### src/rtl/xbarPkg.sv
package xbarPkg;
  // Widest port index the strobes can carry (up to 256 ports per side).
  localparam int unsigned MaxIdxW = 8;

  // Per-output strobe from arbitration control to the datapath.
  typedef struct packed {
    logic               req;  // some input is granted on this output
    logic [MaxIdxW-1:0] sel;  // index of the granted input
  } routeStrobeT;
endpackage

### src/rtl/xbarSkid.sv
module xbarSkid #(
  parameter int unsigned WIDTH = 8
) (
  input  logic             clk,
  input  logic             rstN,
  input  logic             inValid,
  output logic             inReady,
  input  logic [WIDTH-1:0] inData,
  output logic             outValid,
  input  logic             outReady,
  output logic [WIDTH-1:0] outData
);
  logic             skidValid;
  logic [WIDTH-1:0] skidData;

  // Ready depends only on local state, never on outReady.
  assign inReady = ~skidValid;

  always_ff @(posedge clk or negedge rstN) begin
    if (!rstN) begin
      outValid  <= 1'b0;
      outData   <= '0;
      skidValid <= 1'b0;
      skidData  <= '0;
    end else if (!outValid || outReady) begin
      if (skidValid) begin
        outValid  <= 1'b1;
        outData   <= skidData;
        skidValid <= 1'b0;
      end else begin
        outValid <= inValid;
        if (inValid) outData <= inData;
      end
    end else if (inValid && !skidValid) begin
      skidValid <= 1'b1;
      skidData  <= inData;
    end
  end
endmodule

### src/rtl/xbarArbCtrl.sv
module xbarArbCtrl
  import xbarPkg::*;
#(
  parameter int unsigned NUM_IN  = 4,
  parameter int unsigned NUM_OUT = 4,
  parameter int unsigned DEST_W  = 2
) (
  input  logic                     clk,
  input  logic                     rstN,
  input  logic [NUM_IN-1:0]        inValid,
  input  logic [NUM_IN*DEST_W-1:0] inDest,
  input  logic [NUM_OUT-1:0]       stageReady,
  output routeStrobeT [NUM_OUT-1:0] strobe,
  output logic [NUM_IN-1:0]        inReady
);
  localparam int unsigned IDX_W = $clog2(NUM_IN);

  for (genvar o = 0; o < NUM_OUT; o++) begin : g_out
    logic [NUM_IN-1:0] cand;
    logic [IDX_W-1:0]  ptr;
    logic [IDX_W-1:0]  pick;
    logic              found;

    always_comb begin
      for (int i = 0; i < NUM_IN; i++)
        cand[i] = inValid[i] && (inDest[i*DEST_W +: DEST_W] == DEST_W'(o));
      found = 1'b0;
      pick  = '0;
      for (int k = 0; k < NUM_IN; k++) begin
        if (!found && cand[(int'(ptr) + k) % NUM_IN]) begin
          found = 1'b1;
          pick  = IDX_W'((int'(ptr) + k) % NUM_IN);
        end
      end
    end

    // Pointer moves past the winner only when the grant is taken.
    always_ff @(posedge clk or negedge rstN) begin
      if (!rstN) ptr <= '0;
      else if (found && stageReady[o])
        ptr <= (pick == IDX_W'(NUM_IN - 1)) ? '0 : pick + 1'b1;
    end

    assign strobe[o] = routeStrobeT'{req: found, sel: MaxIdxW'(pick)};
  end

  always_comb begin
    inReady = '0;
    for (int o = 0; o < NUM_OUT; o++)
      if (strobe[o].req && stageReady[o]) inReady[strobe[o].sel[IDX_W-1:0]] = 1'b1;
  end
endmodule

### src/rtl/xbarDatapath.sv
module xbarDatapath
  import xbarPkg::*;
#(
  parameter int unsigned NUM_IN  = 4,
  parameter int unsigned NUM_OUT = 4,
  parameter int unsigned PAY_W   = 8,
  parameter bit          ELASTIC = 1'b1
) (
  input  logic                      clk,
  input  logic                      rstN,
  input  logic [NUM_IN*PAY_W-1:0]   inPayload,
  input  routeStrobeT [NUM_OUT-1:0] strobe,
  output logic [NUM_OUT-1:0]        stageReady,
  output logic [NUM_OUT-1:0]        outValid,
  input  logic [NUM_OUT-1:0]        outReady,
  output logic [NUM_OUT*PAY_W-1:0]  outPayload
);
  for (genvar o = 0; o < NUM_OUT; o++) begin : g_out
    logic [PAY_W-1:0] muxed;
    always_comb muxed = inPayload[int'(strobe[o].sel)*PAY_W +: PAY_W];

    if (ELASTIC) begin : g_elastic
      xbarSkid #(.WIDTH(PAY_W)) u_skid (
        .clk      (clk),
        .rstN     (rstN),
        .inValid  (strobe[o].req),
        .inReady  (stageReady[o]),
        .inData   (muxed),
        .outValid (outValid[o]),
        .outReady (outReady[o]),
        .outData  (outPayload[o*PAY_W +: PAY_W])
      );
    end else begin : g_direct
      assign outValid[o]                  = strobe[o].req;
      assign stageReady[o]                = outReady[o];
      assign outPayload[o*PAY_W +: PAY_W] = muxed;
    end
  end
endmodule

### src/rtl/bankXbar.sv
module bankXbar
  import xbarPkg::*;
#(
  parameter int unsigned NUM_MASTERS = 4,
  parameter int unsigned NUM_SLAVES  = 4,
  parameter int unsigned ADDR_W      = 16,
  parameter int unsigned DATA_W      = 32,
  parameter bit          ELASTIC     = 1'b1,
  localparam int unsigned SEL_W      = $clog2(NUM_SLAVES),
  localparam int unsigned TAG_W      = $clog2(NUM_MASTERS)
) (
  input  logic                          clk,
  input  logic                          rstN,
  input  logic [NUM_MASTERS-1:0]        mReqValid,
  output logic [NUM_MASTERS-1:0]        mReqReady,
  input  logic [NUM_MASTERS*ADDR_W-1:0] mReqAddr,
  input  logic [NUM_MASTERS*DATA_W-1:0] mReqWdata,
  input  logic [NUM_MASTERS-1:0]        mReqWe,
  output logic [NUM_SLAVES-1:0]         sReqValid,
  input  logic [NUM_SLAVES-1:0]         sReqReady,
  output logic [NUM_SLAVES*ADDR_W-1:0]  sReqAddr,
  output logic [NUM_SLAVES*DATA_W-1:0]  sReqWdata,
  output logic [NUM_SLAVES-1:0]         sReqWe,
  output logic [NUM_SLAVES*TAG_W-1:0]   sReqTag,
  input  logic [NUM_SLAVES-1:0]         sRspValid,
  output logic [NUM_SLAVES-1:0]         sRspReady,
  input  logic [NUM_SLAVES*DATA_W-1:0]  sRspRdata,
  input  logic [NUM_SLAVES*TAG_W-1:0]   sRspTag,
  output logic [NUM_MASTERS-1:0]        mRspValid,
  input  logic [NUM_MASTERS-1:0]        mRspReady,
  output logic [NUM_MASTERS*DATA_W-1:0] mRspRdata
);
  // Request payload layout, LSB first: we, wdata, addr, tag.
  localparam int unsigned REQ_W   = TAG_W + ADDR_W + DATA_W + 1;
  localparam int unsigned OFF_WD  = 1;
  localparam int unsigned OFF_AD  = OFF_WD + DATA_W;
  localparam int unsigned OFF_TAG = OFF_AD + ADDR_W;

  logic [NUM_MASTERS*REQ_W-1:0] reqIn;
  logic [NUM_MASTERS*SEL_W-1:0] reqDest;
  logic [NUM_SLAVES*REQ_W-1:0]  reqOut;
  logic [NUM_SLAVES-1:0]        reqStageReady;
  routeStrobeT [NUM_SLAVES-1:0] reqStrobe;

  for (genvar m = 0; m < NUM_MASTERS; m++) begin : g_mst
    assign reqIn[m*REQ_W +: REQ_W] = {TAG_W'(m), mReqAddr[m*ADDR_W +: ADDR_W],
                                      mReqWdata[m*DATA_W +: DATA_W], mReqWe[m]};
    assign reqDest[m*SEL_W +: SEL_W] = mReqAddr[m*ADDR_W +: SEL_W];
  end

  xbarArbCtrl #(.NUM_IN(NUM_MASTERS), .NUM_OUT(NUM_SLAVES), .DEST_W(SEL_W)) u_reqCtrl (
    .clk(clk), .rstN(rstN), .inValid(mReqValid), .inDest(reqDest),
    .stageReady(reqStageReady), .strobe(reqStrobe), .inReady(mReqReady)
  );

  xbarDatapath #(.NUM_IN(NUM_MASTERS), .NUM_OUT(NUM_SLAVES), .PAY_W(REQ_W),
                 .ELASTIC(ELASTIC)) u_reqData (
    .clk(clk), .rstN(rstN), .inPayload(reqIn), .strobe(reqStrobe),
    .stageReady(reqStageReady), .outValid(sReqValid), .outReady(sReqReady),
    .outPayload(reqOut)
  );

  for (genvar s = 0; s < NUM_SLAVES; s++) begin : g_slv
    assign sReqWe[s]                    = reqOut[s*REQ_W];
    assign sReqWdata[s*DATA_W +: DATA_W] = reqOut[s*REQ_W + OFF_WD +: DATA_W];
    assign sReqAddr[s*ADDR_W +: ADDR_W]  = reqOut[s*REQ_W + OFF_AD +: ADDR_W];
    assign sReqTag[s*TAG_W +: TAG_W]     = reqOut[s*REQ_W + OFF_TAG +: TAG_W];
  end

  // Response network: same control and datapath, routed by the tag.
  logic [NUM_MASTERS-1:0]        rspStageReady;
  routeStrobeT [NUM_MASTERS-1:0] rspStrobe;

  xbarArbCtrl #(.NUM_IN(NUM_SLAVES), .NUM_OUT(NUM_MASTERS), .DEST_W(TAG_W)) u_rspCtrl (
    .clk(clk), .rstN(rstN), .inValid(sRspValid), .inDest(sRspTag),
    .stageReady(rspStageReady), .strobe(rspStrobe), .inReady(sRspReady)
  );

  xbarDatapath #(.NUM_IN(NUM_SLAVES), .NUM_OUT(NUM_MASTERS), .PAY_W(DATA_W),
                 .ELASTIC(ELASTIC)) u_rspData (
    .clk(clk), .rstN(rstN), .inPayload(sRspRdata), .strobe(rspStrobe),
    .stageReady(rspStageReady), .outValid(mRspValid), .outReady(mRspReady),
    .outPayload(mRspRdata)
  );
endmodule

### config.mk
export PLATFORM = sky130hd
export DESIGN_NAME = bankXbar
export DESIGN_NICKNAME = d
export VERILOG_FILES = /design/src/rtl/xbarPkg.sv /design/src/rtl/xbarSkid.sv /design/src/rtl/xbarArbCtrl.sv /design/src/rtl/xbarDatapath.sv /design/src/rtl/bankXbar.sv
export SDC_FILE = /design/constraint.sdc
export NUM_CORES = 2
export LEC_CHECK = 0
export ABC_CLOCK_PERIOD_IN_PS = 2100
export BUFFER_PORTS_ARGS = -buffer_cell sky130_fd_sc_hd__buf_2
export CAP_MARGIN = 20
export CORE_MARGIN = 10
export CORE_UTILIZATION = 45
export CTS_CLUSTER_DIAMETER = 50
export DETAILED_ROUTE_END_ITERATION = 16
export GPL_TIMING_DRIVEN = 0
export PLACE_DENSITY = 0.68
export SYNTH_ARGS = -nofsm -noshare
export SYNTH_HDL_FRONTEND = slang
export SYNTH_SLANG_ARGS = --single-unit
### constraint.sdc
create_clock -name clk -period 2.1 [get_ports clk]
set_clock_uncertainty 0.1 [all_clocks]
set_input_delay 0.105 -clock clk [delete_from_list [all_inputs] [get_ports clk]]
set_output_delay 0.105 -clock clk [all_outputs]
set_load 0.02 [all_outputs]
==> flow_summary.toml <==
[status]
status = "finished, violations left"
violations = "setup timing"

[sta]
setup_tns_ps = -250310
fin_ws_ps = -761.1
hold_viol = 0
timing.final.crit_share_pct = 136.2
drv_slew = 0
max_freq_mhz = 349.5
setup_violations = 881
timing.slew.headroom_pct = 37.94
worst_pin_slew_ps = 922.4
period_minus_slack_ps = 2861
rsz0062_at_grt = "true"

[setup_path]
crit_path_end_kind = "output pin"
crit_path_start_kind = "flop"
cp.required_ps = 1890
cp.arrival_ps = 2660
crit_path_max_fanout = 11
critPathKind = "reg -> out"

[floorplanning]
rows = 108
initial_core_util_pct = 45.36
die_h_um = 315.7
core_mm2 = 0.08675
io_pins = 698
die_x_um = 315.7
design.die.area_mm2 = 0.09967

[route]
drtPass1Iterations = 8
wl_mm = 191.5
viasPerCell = 6.384
detail-route-antenna-nets = 0
vias = 42160
drt_first_iter_violations = 5399
routedWlPerCell_um = 29.01
drc = 0

[placement]
place.gp.congestion = 1.002
dp_slack_ps = -1361
hpwl_mm = 138.5
dp_cells = 5959
numPortBuffers = 697

[yosys]
synthTopCellsByArea = "dfrtp_1 (44%), mux2i_1 (9.9%), nand2_1 (8.2%)"
synthCells = 4100
ys.flop_type = "dfrtp_1"
synth_top_area_share_pct = 44.26
ys_ff_latch = 696
ys_seq_area_share_pct = 44.26
synth-edff-count = 0
synth_nets = 4482
synth_area_leader_cell = "dfrtp_1"
ys_warn_count = 0
syn_area_per_cell_um2 = 9.597
netlist_area_mm2 = 0.03935
async_flop_share_pct = 100.0
synthTopCellsByCount = "nand2_1 (856), dfrtp_1 (696), mux2i_1 (390)"
ys_types = 69
synth_most_common_cell = "nand2_1"

[finish]
final_core_util_pct = 63.00
layout-drive-gt1-share_pct = 28.13
area_growth_pct = 38.90
layout.nets = 5723
finalNonFillerCells = 6603

[cts]
clockRootBuffer = "clkbuf_16"
ctsLongestPathBuffers = 3
htree_levels = 3
cts_made_buffers = 95
cts_tree = "yes"
clkLatencyLatePin_ps = 660
cts_sinks = 696
clk_pin_slew_ps = 60

[min_path]
hold_class = "in -> reg"

[power_and_ir_drop]
power_mw = 61.75
p_leak_nw = 24.80
powerDensity_mw_per_mm2 = 1130
irDropWorstVdd_mv = 0.7765

[global_route]
grt_first_pass_wirelength_mm = 276.4
grt_pass1_vias = 41870
grt_max_degree = 117
antenna_found_initial = 28
grt_overflow = 0
grt_use_total_pct = 36.48

[flow_run]
maxCapViolations = 0
-- worst max-delay path: stages, from the launching register on --
cell	delay, ps
dfrtp_1	380
nand4b_1	290
a2bb2oi_4	220
nand3_4	200
inv_6	70
buf_12	140
buf_8	150
ha_4	170
a22oi_2	150
nand2_2	90
buf_6	140
-- sequential cells by signal, indices dropped and copies added (netlist names) --
register,cells
u_rspCtrl.g_out.ptr,8
u_reqData.g_out.g_elastic.u_skid.outData,204
u_reqCtrl.g_out.ptr,8
u_reqData.g_out.g_elastic.u_skid.skidValid,4
u_rspData.g_out.g_elastic.u_skid.skidData,128
u_rspData.g_out.g_elastic.u_skid.outData,128
u_reqData.g_out.g_elastic.u_skid.skidData,204
u_rspData.g_out.g_elastic.u_skid.skidValid,4
u_rspData.g_out.g_elastic.u_skid.outValid,4
u_reqData.g_out.g_elastic.u_skid.outValid,4
-- routing by layer --
metal	wire [um]	up-vias	share of wire, %	GRT usage, %
met5	60	-	0.031	0
met4	16260	10	8.5	25.67
met3	21810	834	11	9.689
met2	86230	3041	45	57.84
met1	67180	20520	35	42.79
li1	-	17750	-	-
-- final timing paths --
check | start | to | slack [ps] | cells past startpoint
worst max-delay path | u_reqCtrl.g_out[3].ptr[0] | mReqReady[3] | -760 | 10
worst min-delay path | sRspValid[0] | u_rspData.g_out[2].g_elastic.u_skid.outValid | 20 | 4
worst max register to register | u_rspCtrl.g_out[1].ptr[1] | u_rspData.g_out[1].g_elastic.u_skid.outData[24] | -550 | 7
worst min register to register | u_reqData.g_out[2].g_elastic.u_skid.skidData[34] | u_reqData.g_out[2].g_elastic.u_skid.skidData[34] | 370 | 1
max in group asynchronous | rstN | u_rspData.g_out[1].g_elastic.u_skid.outData[12] | -580 | 10
min in group asynchronous | rstN | u_reqData.g_out[3].g_elastic.u_skid.outData[49] | 810 | 8
-- cells by family after synthesis --
| kind of cell | count (synthesis) | share of synthesized area (%) |
|---|---|---|
| AOI/OAI and AO/OA | 1181 | 21.03 |
| adders and majority gates | 32 | 1.018 |
| buffers and inverters | 398 | 4.592 |
| DFF | 696 | 44.26 |
| muxes | 553 | 15.47 |
| and+or+nand+nor | 1240 | 13.63 |
-- metrics by stage --
step           hold slack [ps]  cell area (um^2)
2_1_floorplan           -290.6             39400
3_5_place_dp            -95.54             44530
5_1_grt                  29.49             54630
3_3_place_gp             282.8             44340
4_1_cts                 -34.73             53230
6_report                 17.15             54660
-- cell type report --
cell class	instances	area (um^2)
sequential	696	17420
multi-input combinational	3006	21120
tap	1155	1445
buffer	359	2729
fill	6961	32100
antenna	31	77.57
clock buffer	121	2649
clock inverter	52	730.7
inverter	31	151.4
timing repair buffer	1152	8333
-- repair_timing --
action,in CTS,in global routing
endpoints found under the hold margin,881,237
resized for setup,375,359
buffers inserted,72,32
setup endpoints to repair,676,1107
pin swaps,50,37
hold buffers,339,2
cloned,2,5
-- cells in the final DEF, fill, tap and decap left out, types with 60 or more instances in the layout --
cell type      synthesis  layout
a22oi_1              103      88
buf_2                 91     716
nand2_1              856     846
o22a_1                96      95
o221ai_1             189     183
dfrtp_1              696     694
buf_4                 19      94
buf_6                 17      74
a32o_1                94      80
mux2i_1              390     352
nor2_1               114     107
clkbuf_1             228     159
o21ai_1              142     145
nand3_1               67      60
clkbuf_16              0     109
o22ai_1               64      63
o21ai_0              169     160
a21oi_1              132     127
dlygate4sd3_1          0     334
mux2_2               121     120
-- power breakdown --
group,switching (mW),internal [mW]
Combinational,14.0,8.54
Sequential,3.42,18.3
Clock,6.81,10.7
No activity file was read; power rests on OpenSTA's default activity.
